## src/rtl/split_rd_pkg.sv

```systemverilog
package split_rd_pkg;

   typedef enum logic {
      SLOT_FREE = 1'b0,
      SLOT_BUSY = 1'b1
   } slot_t;

   localparam int SEQ_SLOTS = 2;

endpackage

```

## src/rtl/srb_arbiter.sv

```systemverilog
module srb_arbiter #(
   parameter int N = 2
) (
   input  logic [N-1:0] req,
   output logic [N-1:0] gnt
);
   for (genvar i = 0; i < N; i++) begin : g_port
      if (i == 0) begin : g_top
         assign gnt[i] = req[i];
      end else begin : g_rest
         assign gnt[i] = req[i] & ~(|req[i-1:0]);
      end
   end
endmodule

```

## src/rtl/srb_tag_tracker.sv

```systemverilog
module srb_tag_tracker
   import split_rd_pkg::*;
(
   input  logic clk,
   input  logic rst_n,
   input  logic alloc,
   input  logic free_en,
   input  logic free_seq,
   output logic can_alloc,
   output logic alloc_seq,
   output logic free_hit
);
   slot_t slot [SEQ_SLOTS];

   assign can_alloc = (slot[0] == SLOT_FREE) || (slot[1] == SLOT_FREE);
   assign alloc_seq = (slot[0] == SLOT_FREE) ? 1'b0 : 1'b1;
   assign free_hit  = free_en && (slot[free_seq] == SLOT_BUSY);

   always_ff @(posedge clk or negedge rst_n) begin
      if (!rst_n) begin
         for (int s = 0; s < SEQ_SLOTS; s++) slot[s] <= SLOT_FREE;
      end else begin
         for (int s = 0; s < SEQ_SLOTS; s++) begin
            if (alloc && (alloc_seq == 1'(s)))
               slot[s] <= SLOT_BUSY;
            else if (free_hit && (free_seq == 1'(s)))
               slot[s] <= SLOT_FREE;
         end
      end
   end
endmodule

```

## src/rtl/srb_mem_resp.sv

```systemverilog
module srb_mem_resp #(
   parameter int                ADDR_W = 8,
   parameter int                TAG_W  = 2,
   parameter int                DEPTH  = 4,
   parameter int                LAT    = 3,
   parameter logic [ADDR_W-1:0] SALT   = 'hA5
) (
   input  logic                clk,
   input  logic                rst_n,
   input  logic                push,
   input  logic [ADDR_W-1:0]   push_addr,
   input  logic [TAG_W-1:0]    push_tag,
   output logic                full,
   output logic                dbus_valid,
   output logic [TAG_W-1:0]    dbus_tag,
   output logic [2*ADDR_W-1:0] dbus_data
);
   localparam int PTR_W = (DEPTH > 1) ? $clog2(DEPTH) : 1;
   localparam int CNT_W = $clog2(LAT) + 1;

   logic [ADDR_W-1:0] e_addr [DEPTH];
   logic [TAG_W-1:0]  e_tag  [DEPTH];
   logic [CNT_W-1:0]  e_cnt  [DEPTH];
   logic [DEPTH-1:0]  e_vld;
   logic [PTR_W-1:0]  wr_ptr, rd_ptr;
   logic [PTR_W:0]    count;
   logic              pop;

   assign full = (count == (PTR_W+1)'(DEPTH));
   assign pop  = e_vld[rd_ptr] && (e_cnt[rd_ptr] == '0);

   always_ff @(posedge clk or negedge rst_n) begin
      if (!rst_n) begin
         wr_ptr     <= '0;
         rd_ptr     <= '0;
         count      <= '0;
         e_vld      <= '0;
         dbus_valid <= 1'b0;
         dbus_tag   <= '0;
         dbus_data  <= '0;
         for (int k = 0; k < DEPTH; k++) begin
            e_addr[k] <= '0;
            e_tag[k]  <= '0;
            e_cnt[k]  <= '0;
         end
      end else begin
         for (int k = 0; k < DEPTH; k++) begin
            if (push && (wr_ptr == PTR_W'(k))) begin
               e_addr[k] <= push_addr;
               e_tag[k]  <= push_tag;
               e_cnt[k]  <= CNT_W'(LAT - 1);
               e_vld[k]  <= 1'b1;
            end else if (pop && (rd_ptr == PTR_W'(k))) begin
               e_vld[k]  <= 1'b0;
            end else if (e_vld[k] && (e_cnt[k] != '0)) begin
               e_cnt[k]  <= e_cnt[k] - 1'b1;
            end
         end
         if (push) wr_ptr <= wr_ptr + 1'b1;
         if (pop)  rd_ptr <= rd_ptr + 1'b1;
         count      <= count + (PTR_W+1)'(push) - (PTR_W+1)'(pop);
         dbus_valid <= pop;
         if (pop) begin
            dbus_tag  <= e_tag[rd_ptr];
            dbus_data <= {e_addr[rd_ptr] ^ SALT, e_addr[rd_ptr]};
         end
      end
   end
endmodule

```

## src/rtl/split_read_bus.sv

```systemverilog
module split_read_bus #(
   parameter int                N_REQ  = 2,
   parameter int                ADDR_W = 8,
   parameter int                DEPTH  = 4,
   parameter int                LAT    = 3,
   parameter logic [ADDR_W-1:0] SALT   = 'hA5,
   localparam int               ID_W   = (N_REQ > 1) ? $clog2(N_REQ) : 1,
   localparam int               TAG_W  = ID_W + 1
) (
   input  logic                      clk,
   input  logic                      rst_n,
   input  logic [N_REQ-1:0]          req_valid,
   input  logic [N_REQ*ADDR_W-1:0]   req_addr,
   output logic [N_REQ-1:0]          req_grant,
   output logic                      abus_valid,
   output logic [ADDR_W-1:0]         abus_addr,
   output logic [TAG_W-1:0]          abus_tag,
   output logic                      dbus_valid,
   output logic [TAG_W-1:0]          dbus_tag,
   output logic [2*ADDR_W-1:0]       dbus_data,
   output logic [N_REQ-1:0]          rsp_valid
);
   if (N_REQ < 2) begin : g_bad_nreq
      $error("split_read_bus: N_REQ must be at least 2");
   end
   if (LAT < 1) begin : g_bad_lat
      $error("split_read_bus: LAT must be at least 1");
   end
   if (DEPTH < 2 * N_REQ || (DEPTH & (DEPTH - 1)) != 0) begin : g_bad_depth
      $error("split_read_bus: DEPTH must be a power of two >= 2*N_REQ");
   end

   logic [N_REQ-1:0] can_alloc, alloc_seq, eligible, arb_gnt, hit, free_hit;
   logic             q_full;
   logic [ADDR_W-1:0] sel_addr;
   logic [ID_W-1:0]   sel_id;
   logic              sel_seq;

   assign eligible  = req_valid & can_alloc;
   assign req_grant = arb_gnt & {N_REQ{~q_full}};

   srb_arbiter #(.N(N_REQ)) u_arb (
      .req (eligible),
      .gnt (arb_gnt)
   );

   for (genvar i = 0; i < N_REQ; i++) begin : g_req
      assign hit[i]       = dbus_valid && (dbus_tag[TAG_W-1:1] == ID_W'(i));
      assign rsp_valid[i] = free_hit[i];
      srb_tag_tracker u_trk (
         .clk       (clk),
         .rst_n     (rst_n),
         .alloc     (req_grant[i]),
         .free_en   (hit[i]),
         .free_seq  (dbus_tag[0]),
         .can_alloc (can_alloc[i]),
         .alloc_seq (alloc_seq[i]),
         .free_hit  (free_hit[i])
      );
   end

   always_comb begin
      sel_addr = '0;
      sel_id   = '0;
      sel_seq  = 1'b0;
      for (int i = 0; i < N_REQ; i++) begin
         if (req_grant[i]) begin
            sel_addr = req_addr[i*ADDR_W +: ADDR_W];
            sel_id   = ID_W'(i);
            sel_seq  = alloc_seq[i];
         end
      end
   end

   always_ff @(posedge clk or negedge rst_n) begin
      if (!rst_n) begin
         abus_valid <= 1'b0;
         abus_addr  <= '0;
         abus_tag   <= '0;
      end else begin
         abus_valid <= |req_grant;
         if (|req_grant) begin
            abus_addr <= sel_addr;
            abus_tag  <= {sel_id, sel_seq};
         end
      end
   end

   srb_mem_resp #(
      .ADDR_W (ADDR_W),
      .TAG_W  (TAG_W),
      .DEPTH  (DEPTH),
      .LAT    (LAT),
      .SALT   (SALT)
   ) u_mem (
      .clk        (clk),
      .rst_n      (rst_n),
      .push       (|req_grant),
      .push_addr  (sel_addr),
      .push_tag   ({sel_id, sel_seq}),
      .full       (q_full),
      .dbus_valid (dbus_valid),
      .dbus_tag   (dbus_tag),
      .dbus_data  (dbus_data)
   );
endmodule

```

## config.mk

```make
export PLATFORM = sky130hd
export DESIGN_NAME = split_read_bus
export DESIGN_NICKNAME = d
export VERILOG_FILES = /design/src/rtl/split_rd_pkg.sv /design/src/rtl/srb_arbiter.sv /design/src/rtl/srb_tag_tracker.sv /design/src/rtl/srb_mem_resp.sv /design/src/rtl/split_read_bus.sv
export SDC_FILE = /design/constraint.sdc
export NUM_CORES = 1
export LEC_CHECK = 0
export BUFFER_PORTS_ARGS = -buffer_cell sky130_fd_sc_hd__buf_4
export CAP_MARGIN = 20
export CORE_MARGIN = 2
export CORE_UTILIZATION = 58
export DETAILED_ROUTE_END_ITERATION = 8
export GPL_TIMING_DRIVEN = 0
export MAX_ROUTING_LAYER = met4
export PLACE_DENSITY = 0.83
export RECOVER_POWER = 25
export REMOVE_ABC_BUFFERS = 1
export SYNTH_ARGS = -nofsm -noshare
export SYNTH_HDL_FRONTEND = slang
export SYNTH_SLANG_ARGS = --single-unit
```

## constraint.sdc

```tcl
create_clock -name clk -period 3.8 [get_ports clk]
set_clock_uncertainty 0.2 [all_clocks]
set_input_delay 0.38 -clock clk [delete_from_list [all_inputs] [get_ports clk]]
set_output_delay 0.38 -clock clk [all_outputs]
set_load 0.05 [all_outputs]
```

==> results.sh, run 1 <==
export IMPL_status="finished, violations left"
export IMPL_violations="max-capacitance violations, max-slew violations"
export IMPL_synthTopCellsByCount="93 x dfrtp_1, 29 x a22o_1, 25 x inv_1"
export IMPL_p_sw_frac=0.433
export IMPL_ys_ff_latch=93
export IMPL_gp_congestion=0.753
export IMPL_slew_viol_final=32
export IMPL_slew_headroom=-0.213
export IMPL_die_h_um=91.4
export IMPL_wl_per_cell_um=17.8
export IMPL_setup_viol=0
export IMPL_place_hpwl_um=5970
export IMPL_synth_top_area_share=0.525
export IMPL_required_ns=3.88
export IMPL_io_buffers=53
export IMPL_fin_crit_sh=0.871
export IMPL_leakagePower_nw=2.50
export IMPL_syn_inst=356
export IMPL_max_freq_ghz=0.302
export IMPL_vdd_drop_max_mv=0.736
export IMPL_p_per_area_mw_per_mm2=1030
export IMPL_place_ws_ns=0.483
export IMPL_finalHoldViolCount=0
export IMPL_synth_main_ff_cell="dfrtp_1"
export IMPL_grt_total_usage=0.231
export IMPL_ys_warnings_count=0
export IMPL_p_int_mw=2.95
export IMPL_syn_area_mm2=0.00443
export IMPL_grt_overflow_total=0
export IMPL_antenna_found_initial=0
export IMPL_initial_utilization=0.604
export IMPL_path_max_fanout=16
export IMPL_synth_edf_count=0
export IMPL_ant_nets=0
export IMPL_first_pass_iters=4
export IMPL_layout_cells_non_filler=498
export IMPL_synth_area_leader_cell="dfrtp_1"
export IMPL_core_area_mm2=0.00733
export IMPL_grt_pass1_vias=2927
export IMPL_p_comb_frac=0.516
export IMPL_worstSetupStartpointType="flop"
export IMPL_grt_max_degree=63
export IMPL_seqPwrFrac=0.353
export IMPL_clk_latency_ns=0.36
export IMPL_grt_pass1_wl_um=14800
export IMPL_fp_row_count=31
export IMPL_viasPerCell=5.94
export IMPL_cpPeakStageDelay_ns=0.94
export IMPL_htree_levels=3
export IMPL_diodes=0
export IMPL_area_growth_pct=13.6
export IMPL_layout_drive_gt1_share=0.296
export IMPL_routed_wl_um=8860
export IMPL_crit_chain="inv_2, and4_1, o22ai_2, inv_1, ha_1, inv_1, ha_1, inv_1, fa_1, xnor2_1, xnor2_1"
export IMPL_cts_root_buf="clkbuf_8"
export IMPL_io_pins=54
export IMPL_cts_clk_slew_worst_paths_ns=0.09
export IMPL_clock_path_buffers=2
export IMPL_die_area_mm2=0.00835
export IMPL_synth_most_common_cell="dfrtp_1"
export IMPL_fin_crit_ns=3.31
export IMPL_clkSinkCount=93
export IMPL_fill_cells=557
export IMPL_cts_tree="yes"
export IMPL_cts_buffers=9
export IMPL_clkPwrFrac=0.131
export IMPL_crit_slowest_cell="dfrtp_1"
export IMPL_final_area_mm2=0.00503
export IMPL_dp_cells=481
export IMPL_drc=0
export IMPL_cap_viol_max_count=1
export IMPL_drtIter0Drc=186
export IMPL_synth_cell_types=46
export IMPL_vias=2956
export IMPL_holdCritPathClass="in -> reg"
export IMPL_avgSynthCellArea_um2=12.4
export IMPL_rsz0062_at_grt="false"
export IMPL_critical_path_class="reg -> reg"
export IMPL_cp_end_kind="flop"
export IMPL_die_width_um=91.4
export IMPL_async_flop_share=1.00
export IMPL_finalNetCount=433
export IMPL_place_area_mm2=0.00482
export IMPL_crit_arrival_ns=3.39
export IMPL_worst_slew_pin_slew_ns=1.82
export IMPL_critPathMostFrequentCell="inv_1"
export IMPL_synth_seq_area_share=0.525
export IMPL_p_switching_mw=2.25
export IMPL_yosys_top_cells_area="dfrtp_1 53%, a22o_1 5.7%, ha_1 5.1%"
export IMPL_worst_slack_ns=0.489
## area by class of cell
cell class | count | area, um2 | area share
clock inverters | 4 | 55.1 | 0.0109
multi-input cells | 207 | 1820 | 0.361
well taps | 99 | 124 | 0.0246
flip-flops and latches | 93 | 2330 | 0.462
clock buffers | 12 | 155 | 0.0308
inverters | 26 | 97.6 | 0.0194
repair buffers | 57 | 458 | 0.0910
## final timing paths
kind	startpoint	endpoint	slack [ns]	cells past startpoint
hold reg to reg	abus_addr[2]	abus_addr[2]	0.29	1
max in group asynchronous	rst_n	u_mem.e_vld[3]	1.50	3
setup reg to reg	u_mem.rd_ptr[0]	u_mem.count[2]	0.49	11
setup / recovery	u_mem.rd_ptr[0]	u_mem.count[2]	0.49	11
hold / removal	req_addr[7]	abus_addr[7]	0.16	3
min in group asynchronous	rst_n	u_mem.e_cnt[5]	0.84	2
## power groups by stage
stage               logic (mW)  registers, mW  clock network, mW
finish                    2.68           1.83              0.683
floorplan                 1.50           2.24                  0
CTS                       2.70           1.83              0.696
detailed placement        2.68           1.84                  0
global route              2.90           1.89              0.739
global placement          2.54           1.82                  0
## repair_timing
item | in CTS | in global routing
setup buffers | 0 | 0
gates resized for setup | 0 | 0
hold buffers | 1 | 0
hold endpoints to repair | 31 | 0
## registers in the layout (all words and copies together) (netlist names)
signal and flops:
u_mem.e_addr 32, u_mem.dbus_data 12, u_mem.e_cnt 12, abus_addr 8, u_mem.e_tag 8, g_req.u_trk.slot 4
u_mem.e_vld 4, u_mem.count 3, abus_tag 2, u_mem.dbus_tag 2, u_mem.rd_ptr 2, u_mem.wr_ptr 2
abus_valid 1, u_mem.dbus_valid 1
## worst max-delay path: cells and delay by family, from the launching register on
kind,cells,cell delay (ns)
flip-flops,1,0.94
buffers and inverters,4,0.35
AND/OR/NAND/NOR,1,0.29
AO/OA/AOI/OAI,1,0.35
adder cells (fa/ha/maj),3,0.80
XOR/XNOR,2,0.32
## placed cells by master (no fill, tap or decap), types with 5 or more instances in the layout
| cell | netlist | layout |
|---|---|---|
| dfrtp_1 | 93 | 93 |
| buf_4 | 12 | 52 |
| a22o_1 | 29 | 29 |
| inv_1 | 25 | 25 |
| a22o_2 | 20 | 20 |
| nand2_1 | 19 | 19 |
| ha_1 | 18 | 18 |
| a21o_1 | 14 | 14 |
| a21oi_1 | 11 | 11 |
| clkbuf_8 | 0 | 11 |
| mux4_2 | 10 | 10 |
| nor2_1 | 9 | 9 |
| o21ai_0 | 10 | 9 |
| nor2b_1 | 7 | 7 |
| mux2_2 | 6 | 6 |
| a21boi_0 | 5 | 5 |
## logic make-up after synthesis
| group | count (synthesis) | synth area share |
|---|---|---|
| compound gates | 115 | 0.216 |
| flops | 93 | 0.525 |
| buf+inv | 56 | 0.0664 |
| simple gates | 50 | 0.0562 |
| mux | 19 | 0.0729 |
| fa+ha+maj | 19 | 0.0554 |
| xor+xnor | 4 | 0.00791 |
## stage by stage
stage,TNS (ns),power (mW),hold slack (ns),utilization
floorplan,0,3.74,-0.116,-
global placement,-1.77,4.36,0.262,0.649
detailed placement,0,4.53,0.145,0.657
CTS,0,5.23,0.148,0.687
global route,0,5.53,0.158,0.686
finish,0,5.20,0.158,0.686
## routing by layer
layer  vias to the layer above  global-route usage  wire length [um]  part of all wire
li1                       1362                   -                 -                 -
met1                      1492               0.307              3810              0.43
met2                        89               0.363              4420              0.50
met3                        13              0.0349               484             0.055
met4                         0              0.0884               144             0.016
met5                         -                   -                 0                 0
Power figures use the tool's default switching activity.
==> run 2: changes to the inputs <==
Settings changed: ABC_AREA from default to 1, CTS_CLUSTER_SIZE from default to 8, PLACE_DENSITY 0.83 to 0.82, REMOVE_ABC_BUFFERS 1 to default.
==> results.sh, run 2 <==
export IMPL_violations="max-capacitance violations, max-slew violations"
export IMPL_initial_utilization=0.591
export IMPL_cpPeakStageDelay_ns=0.48
export IMPL_r2r_start="u_mem.rd_ptr[0]"
export IMPL_setup_viol=0
export IMPL_fill_cells=582
export IMPL_io_pins=54
export IMPL_grt_pass1_vias=3710
export IMPL_layout_common_cells="140 x nand2_1, 93 x dfrtp_1, 64 x buf_4"
export IMPL_cts_tree="yes"
export IMPL_rr_worst_depth=13
export IMPL_synth_xor_area_share=0.0155
export IMPL_finalHoldViolCount=0
export IMPL_synthAdderAreaFrac=0.0542
export IMPL_die_width_um=92.3
export IMPL_synth_compound_area_share=0.119
export IMPL_cts_buffers=9
export IMPL_top_register="u_mem.e_addr"
export IMPL_path_max_fanout=11
export IMPL_dr_wl_met2_um=4930
export IMPL_finalNetCount=627
export IMPL_wl_met1_um=4630
export IMPL_synth_top_area_share=0.515
export IMPL_synth_cell_types=33
export IMPL_top_regs="u_mem.e_addr (32), u_mem.dbus_data (12), u_mem.e_cnt (12)"
export IMPL_routed_wl_um=10300
export IMPL_ant_nets=0
export IMPL_path_buf_inv=5
export IMPL_cts_root_buf="clkbuf_8"
export IMPL_multi_input_area_mm2=0.00181
export IMPL_place_hpwl_um=7390
export IMPL_crit_slowest_cell="dfrtp_1"
export IMPL_critical_path_class="reg -> reg"
export IMPL_area_growth_pct=16.3
export IMPL_cts_clk_slew_worst_paths_ns=0.10
export IMPL_clk_latency_ns=0.37
export IMPL_synth_main_ff_cell="dfrtp_1"
export IMPL_diodes=0
export IMPL_cp_end_kind="flop"
export IMPL_drtIter0Drc=357
export IMPL_grt_overflow_total=0
export IMPL_crit_chain="inv_2, nor2_1, nand3_1, nand3_2, nand2_4, inv_2, buf_4, ha_1, inv_1, ha_1, inv_1, fa_1, xnor2_1"
export IMPL_yosys_top_cells_area="dfrtp_1 51%, nand2_1 12%, ha_1 5.0%"
export IMPL_crit_arrival_ns=2.99
export IMPL_cap_viol_max_count=1
export IMPL_clkSinkCount=93
export IMPL_post_cts_resize_count=0
export IMPL_hold_path_depth=3
export IMPL_status="finished, violations left"
export IMPL_first_pass_iters=5
export IMPL_rsz0062_at_grt="false"
export IMPL_fin_crit_sh=0.767
export IMPL_final_area_mm2=0.00526
export IMPL_reg2reg_slack_ns=0.88
export IMPL_yosys_area_share_simple=0.212
export IMPL_synth_top_family_by_area="simple AND/OR/NAND/NOR gates"
export IMPL_grt_total_usage=0.266
export IMPL_syn_area_mm2=0.00452
export IMPL_ys_warnings_count=0
export IMPL_timing_setup_tns_ns=0
export IMPL_holdCritPathClass="in -> reg"
export IMPL_hold_end="abus_addr[7]"
export IMPL_die_area_mm2=0.00852
export IMPL_hp_start="req_addr[15]"
export IMPL_async_flop_share=1.00
export IMPL_wl_met3_um=558
export IMPL_wl_per_cell_um=14.9
export IMPL_max_freq_ghz=0.343
export IMPL_slew_viol_final=27
export IMPL_core_area_mm2=0.00765
export IMPL_slew_headroom=-0.0197
export IMPL_synthMuxAreaShare=0
export IMPL_gp_congestion=0.822
export IMPL_clock_path_buffers=2
export IMPL_avgSynthCellArea_um2=8.66
export IMPL_worst_slew_pin_slew_ns=1.53
export IMPL_htree_levels=3
export IMPL_synth_area_leader_cell="dfrtp_1"
export IMPL_viasPerCell=5.46
export IMPL_syn_inst=522
export IMPL_synth_seq_area_share=0.515
export IMPL_synth_edf_count=0
export IMPL_layout_drive_gt1_share=0.184
export IMPL_dr_max_layer_used="met4"
export IMPL_io_buffers=53
export IMPL_fin_crit_ns=2.92
export IMPL_grt_pass1_wl_um=17300
export IMPL_final_common_cell="nand2_1"
export IMPL_antenna_found_initial=0
export IMPL_cts_setup_buffers=0
export IMPL_r2r_end="u_mem.count[2]"
export IMPL_required_ns=3.87
export IMPL_worstSetupStartpointType="flop"
export IMPL_seq_area_mm2=0.00233
export IMPL_synthTopCellsByCount="140 x nand2_1, 93 x dfrtp_1, 50 x inv_1"
export IMPL_place_area_mm2=0.00507
export IMPL_drc=0
export IMPL_cp_top_family="adder cells"
export IMPL_synthesis_nets=561
export IMPL_vias=3796
export IMPL_die_h_um=92.3
export IMPL_ys_ff_latch=93
export IMPL_synth_most_common_cell="nand2_1"
export IMPL_grt_max_degree=68
export IMPL_largest_reg_flops=32
export IMPL_fp_row_count=32
[run 2: cell types whose count changed after synthesis, moves of 7 or more]
cell     previous run  this run
nand2_1            19       140
a22o_1             29         0
nor2_1              9        37
inv_1              25        50
o21ai_1             0        24
o21ai_0            10        32
a22o_2             20         0
a31oi_1             1        18
nand3_1             4        21
a21o_1             14         0
nand4_1             0        11
mux4_2             10         0
nor2b_1             7         0
[run 2: repair_timing]
action / CTS / global route
hold buffers: 1 / 0
endpoints found under the hold margin: 26 / 0
endpoints found under the setup margin: 0 / 0
[run 2: kinds of logic after synthesis]
group           Yosys count
xor+xnor                  8
simple gates            223
flops                    93
fa+ha+maj                19
buf+inv                  82
compound gates           97
[run 2: worst max path at each step]
stage                    start              to  cells past startpoint
6_report       u_mem.rd_ptr[0]  u_mem.count[2]                     13
5_1_grt        u_mem.rd_ptr[0]  u_mem.count[2]                     13
3_5_place_dp   u_mem.rd_ptr[0]  u_mem.count[2]                     13
2_1_floorplan  u_mem.rd_ptr[0]  u_mem.count[2]                     13
3_3_place_gp   u_mem.rd_ptr[0]  u_mem.count[2]                     13
4_1_cts        u_mem.rd_ptr[0]  u_mem.count[2]                     13
[run 2: worst register-to-register path: stages (launching register included)]
cell,delay [ns]
dfrtp_1,0.48
inv_2,0.19
nor2_1,0.06
nand3_1,0.09
nand3_2,0.23
nand2_4,0.24
inv_2,0.11
buf_4,0.19
ha_1,0.29
inv_1,0.05
ha_1,0.14
inv_1,0.05
fa_1,0.37
xnor2_1,0.13
[run 2: layer usage]
metal  vias up  global-route usage
li1       1817                   -
met1      1803               0.346
met2       149               0.423
met3        27              0.0464
met4         0              0.0995
met5         -                   -
[run 2: final cells by class]
type	instances	area share
clock buffers	9	0.0235
plain buffers	24	0.0312
multi-input cells	347	0.344
repair buffers	55	0.0821
inverters	58	0.0416
clock inverters	7	0.0105
flip-flops and latches	93	0.442
well taps	102	0.0243
[run 2: metrics by stage]
step	instances	hold slack [ns]	worst slack [ns]	utilization
global route	695	0.102	0.728	0.688
detailed placement	678	0.121	0.921	0.664
CTS	695	0.0785	0.909	0.688
finish	695	0.0870	0.884	0.688
floorplan	522	-0.116	1.29	-
global placement	677	0.257	0.987	0.660
Power of run 2 is left out: the tool's default activity adds up to more than one toggle a clock period on the data nets, which glitch-free logic cannot reach.
==> run 3: changes to the inputs <==
Settings changed: CORE_UTILIZATION 58 to 52, PLACE_DENSITY 0.82 to 0.78.
Clock period 3.8 ns to 2.45 ns, I/O delays scaled along.
==> results.sh, run 3 (synthesis gave the netlist of run 2 again) <==
export IMPL_fin_crit_ns=2.37
export IMPL_seqPwrFrac=0.305
export IMPL_required_ns=2.50
export IMPL_fin_crit_sh=0.967
export IMPL_vias=3874
export IMPL_clkPwrFrac=0.119
export IMPL_worst_slew_pin_slew_ns=1.44
export IMPL_place_hpwl_um=7450
export IMPL_ant_nets=0
export IMPL_layout_cells_non_filler=723
export IMPL_gp_congestion=0.823
export IMPL_vdd_drop_max_mv=1.12
export IMPL_io_pins=54
export IMPL_wl_per_cell_um=14.9
export IMPL_layout_drive_gt1_share=0.202
export IMPL_drtIter0Drc=220
export IMPL_cp_end_kind="flop"
export IMPL_htree_levels=3
export IMPL_p_per_area_mw_per_mm2=1620
export IMPL_top_regs="u_mem.e_addr (32), u_mem.dbus_data (12), u_mem.e_cnt (12)"
export IMPL_routed_wl_um=10800
export IMPL_die_width_um=97.3
export IMPL_viasPerCell=5.36
export IMPL_largest_reg_flops=32
export IMPL_cts_buffers=9
export IMPL_status="finished, final reports clean"
export IMPL_fp_row_count=34
export IMPL_antenna_found_initial=0
export IMPL_drc=0
export IMPL_core_area_mm2=0.00859
export IMPL_io_buffers=53
export IMPL_first_pass_iters=5
export IMPL_p_switching_mw=4.32
export IMPL_fill_cells=707
export IMPL_place_ws_ns=-0.326
export IMPL_cts_clk_slew_worst_paths_ns=0.09
export IMPL_holdCritPathClass="in -> reg"
export IMPL_grt_pass1_wl_um=17900
export IMPL_die_area_mm2=0.00946
export IMPL_initial_utilization=0.526
export IMPL_grt_pass1_vias=3740
export IMPL_area_growth_pct=22.9
export IMPL_path_max_fanout=8
export IMPL_final_core_util=0.647
export IMPL_clk_latency_ns=0.36
export IMPL_clkSinkCount=93
export IMPL_worstSetupStartpointType="flop"
export IMPL_p_int_mw=4.70
export IMPL_crit_arrival_ns=2.42
export IMPL_rsz0062_at_grt="true"
export IMPL_leakagePower_nw=2.88
export IMPL_cts_root_buf="clkbuf_8"
export IMPL_die_h_um=97.3
export IMPL_slew_headroom=0.0383
export IMPL_clock_path_buffers=2
export IMPL_cts_tree="yes"
export IMPL_p_comb_frac=0.576
export IMPL_finalHoldViolCount=0
export IMPL_grt_max_degree=70
export IMPL_final_common_cell="nand2_1"
export IMPL_dp_cells=684
export IMPL_grt_total_usage=0.241
export IMPL_layout_common_cells="140 x nand2_1, 92 x dfrtp_1, 74 x buf_4"
export IMPL_top_register="u_mem.e_addr"
export IMPL_p_sw_frac=0.479
export IMPL_finalNetCount=649
export IMPL_slew_viol_final=0
export IMPL_grt_overflow_total=0
export IMPL_max_freq_ghz=0.422
export IMPL_worst_slack_ns=0.0818
export IMPL_setup_viol=0
export IMPL_diodes=0
export IMPL_critical_path_class="reg -> reg"
export IMPL_cap_viol_max_count=0
[run 3: final timing paths]
path / from / end / slack, ns / cells after the start
max: u_mem.rd_ptr[0] / u_mem.count[2] / 0.08 / 13
min: req_addr[1] / abus_addr[1] / 0.01 / 3
max reg2reg: u_mem.rd_ptr[0] / u_mem.count[2] / 0.08 / 13
min reg2reg: u_mem.e_vld[3] / u_mem.e_vld[3] / 0.28 / 2
max in group asynchronous: rst_n / u_mem.e_addr[18] / 0.53 / 3
min in group asynchronous: rst_n / u_mem.e_cnt[8] / 0.55 / 2
[run 3: repair_timing]
action                                  CTS  global route
resized for setup                         5             9
pin swaps                                 1             5
hold buffers                             13             0
endpoints found under the hold margin   100             0
endpoints found under the setup margin    2             2
setup buffers                             8             2
[run 3: area by class of cell]
cell class                 instances  area (um2)  share of cell area
tap                              108         135              0.0243
inverter                          58         229              0.0412
multi-input combinational        347        1850               0.333
timing repair buffer              77         627               0.113
clock inverter                     4        56.3              0.0101
sequential                        93        2330               0.419
clock buffer                      12         155              0.0279
buffer                            24         174              0.0313
[run 3: routing by layer]
layer	GRT usage	up-vias	wire (um)
li1	-	1853	-
met2	0.385	145	5300
met4	0.0801	0	210
met3	0.0475	23	617
met1	0.314	1853	4620
met5	-	-	0
[run 3: power by group through the flow]
stage	Clock (mW)	Sequential [mW]	Combinational (mW)
finish	1.08	2.75	5.20
global route	1.15	2.83	5.73
CTS	1.09	2.74	5.10
detailed placement	0	2.76	4.80
global placement	0	2.72	4.60
floorplan	0	3.33	2.90
[run 3: worst max-delay path, cell delays in order, from the launching register on]
cell	delay (ns)
dfrtp_2	0.46
inv_4	0.08
nor2_1	0.05
nand3_2	0.07
nand3_4	0.11
nand2_8	0.10
inv_6	0.05
buf_8	0.12
ha_1	0.28
inv_1	0.06
ha_1	0.13
inv_1	0.05
fa_1	0.38
xnor2_1	0.13
[run 3: through the flow]
step                      power (mW)  hold slack [ns]  cell area (um2)  TNS (ns)
final                           9.02           0.0142             5560         0
after global routing            9.72           0.0427             5560   -0.0571
after CTS                       8.93          0.00674             5520         0
after detailed placement        7.56          -0.0244             5100    -0.644
after global placement          7.32            0.255             5070    -0.566
after floorplan                 6.23           -0.251             4540         0
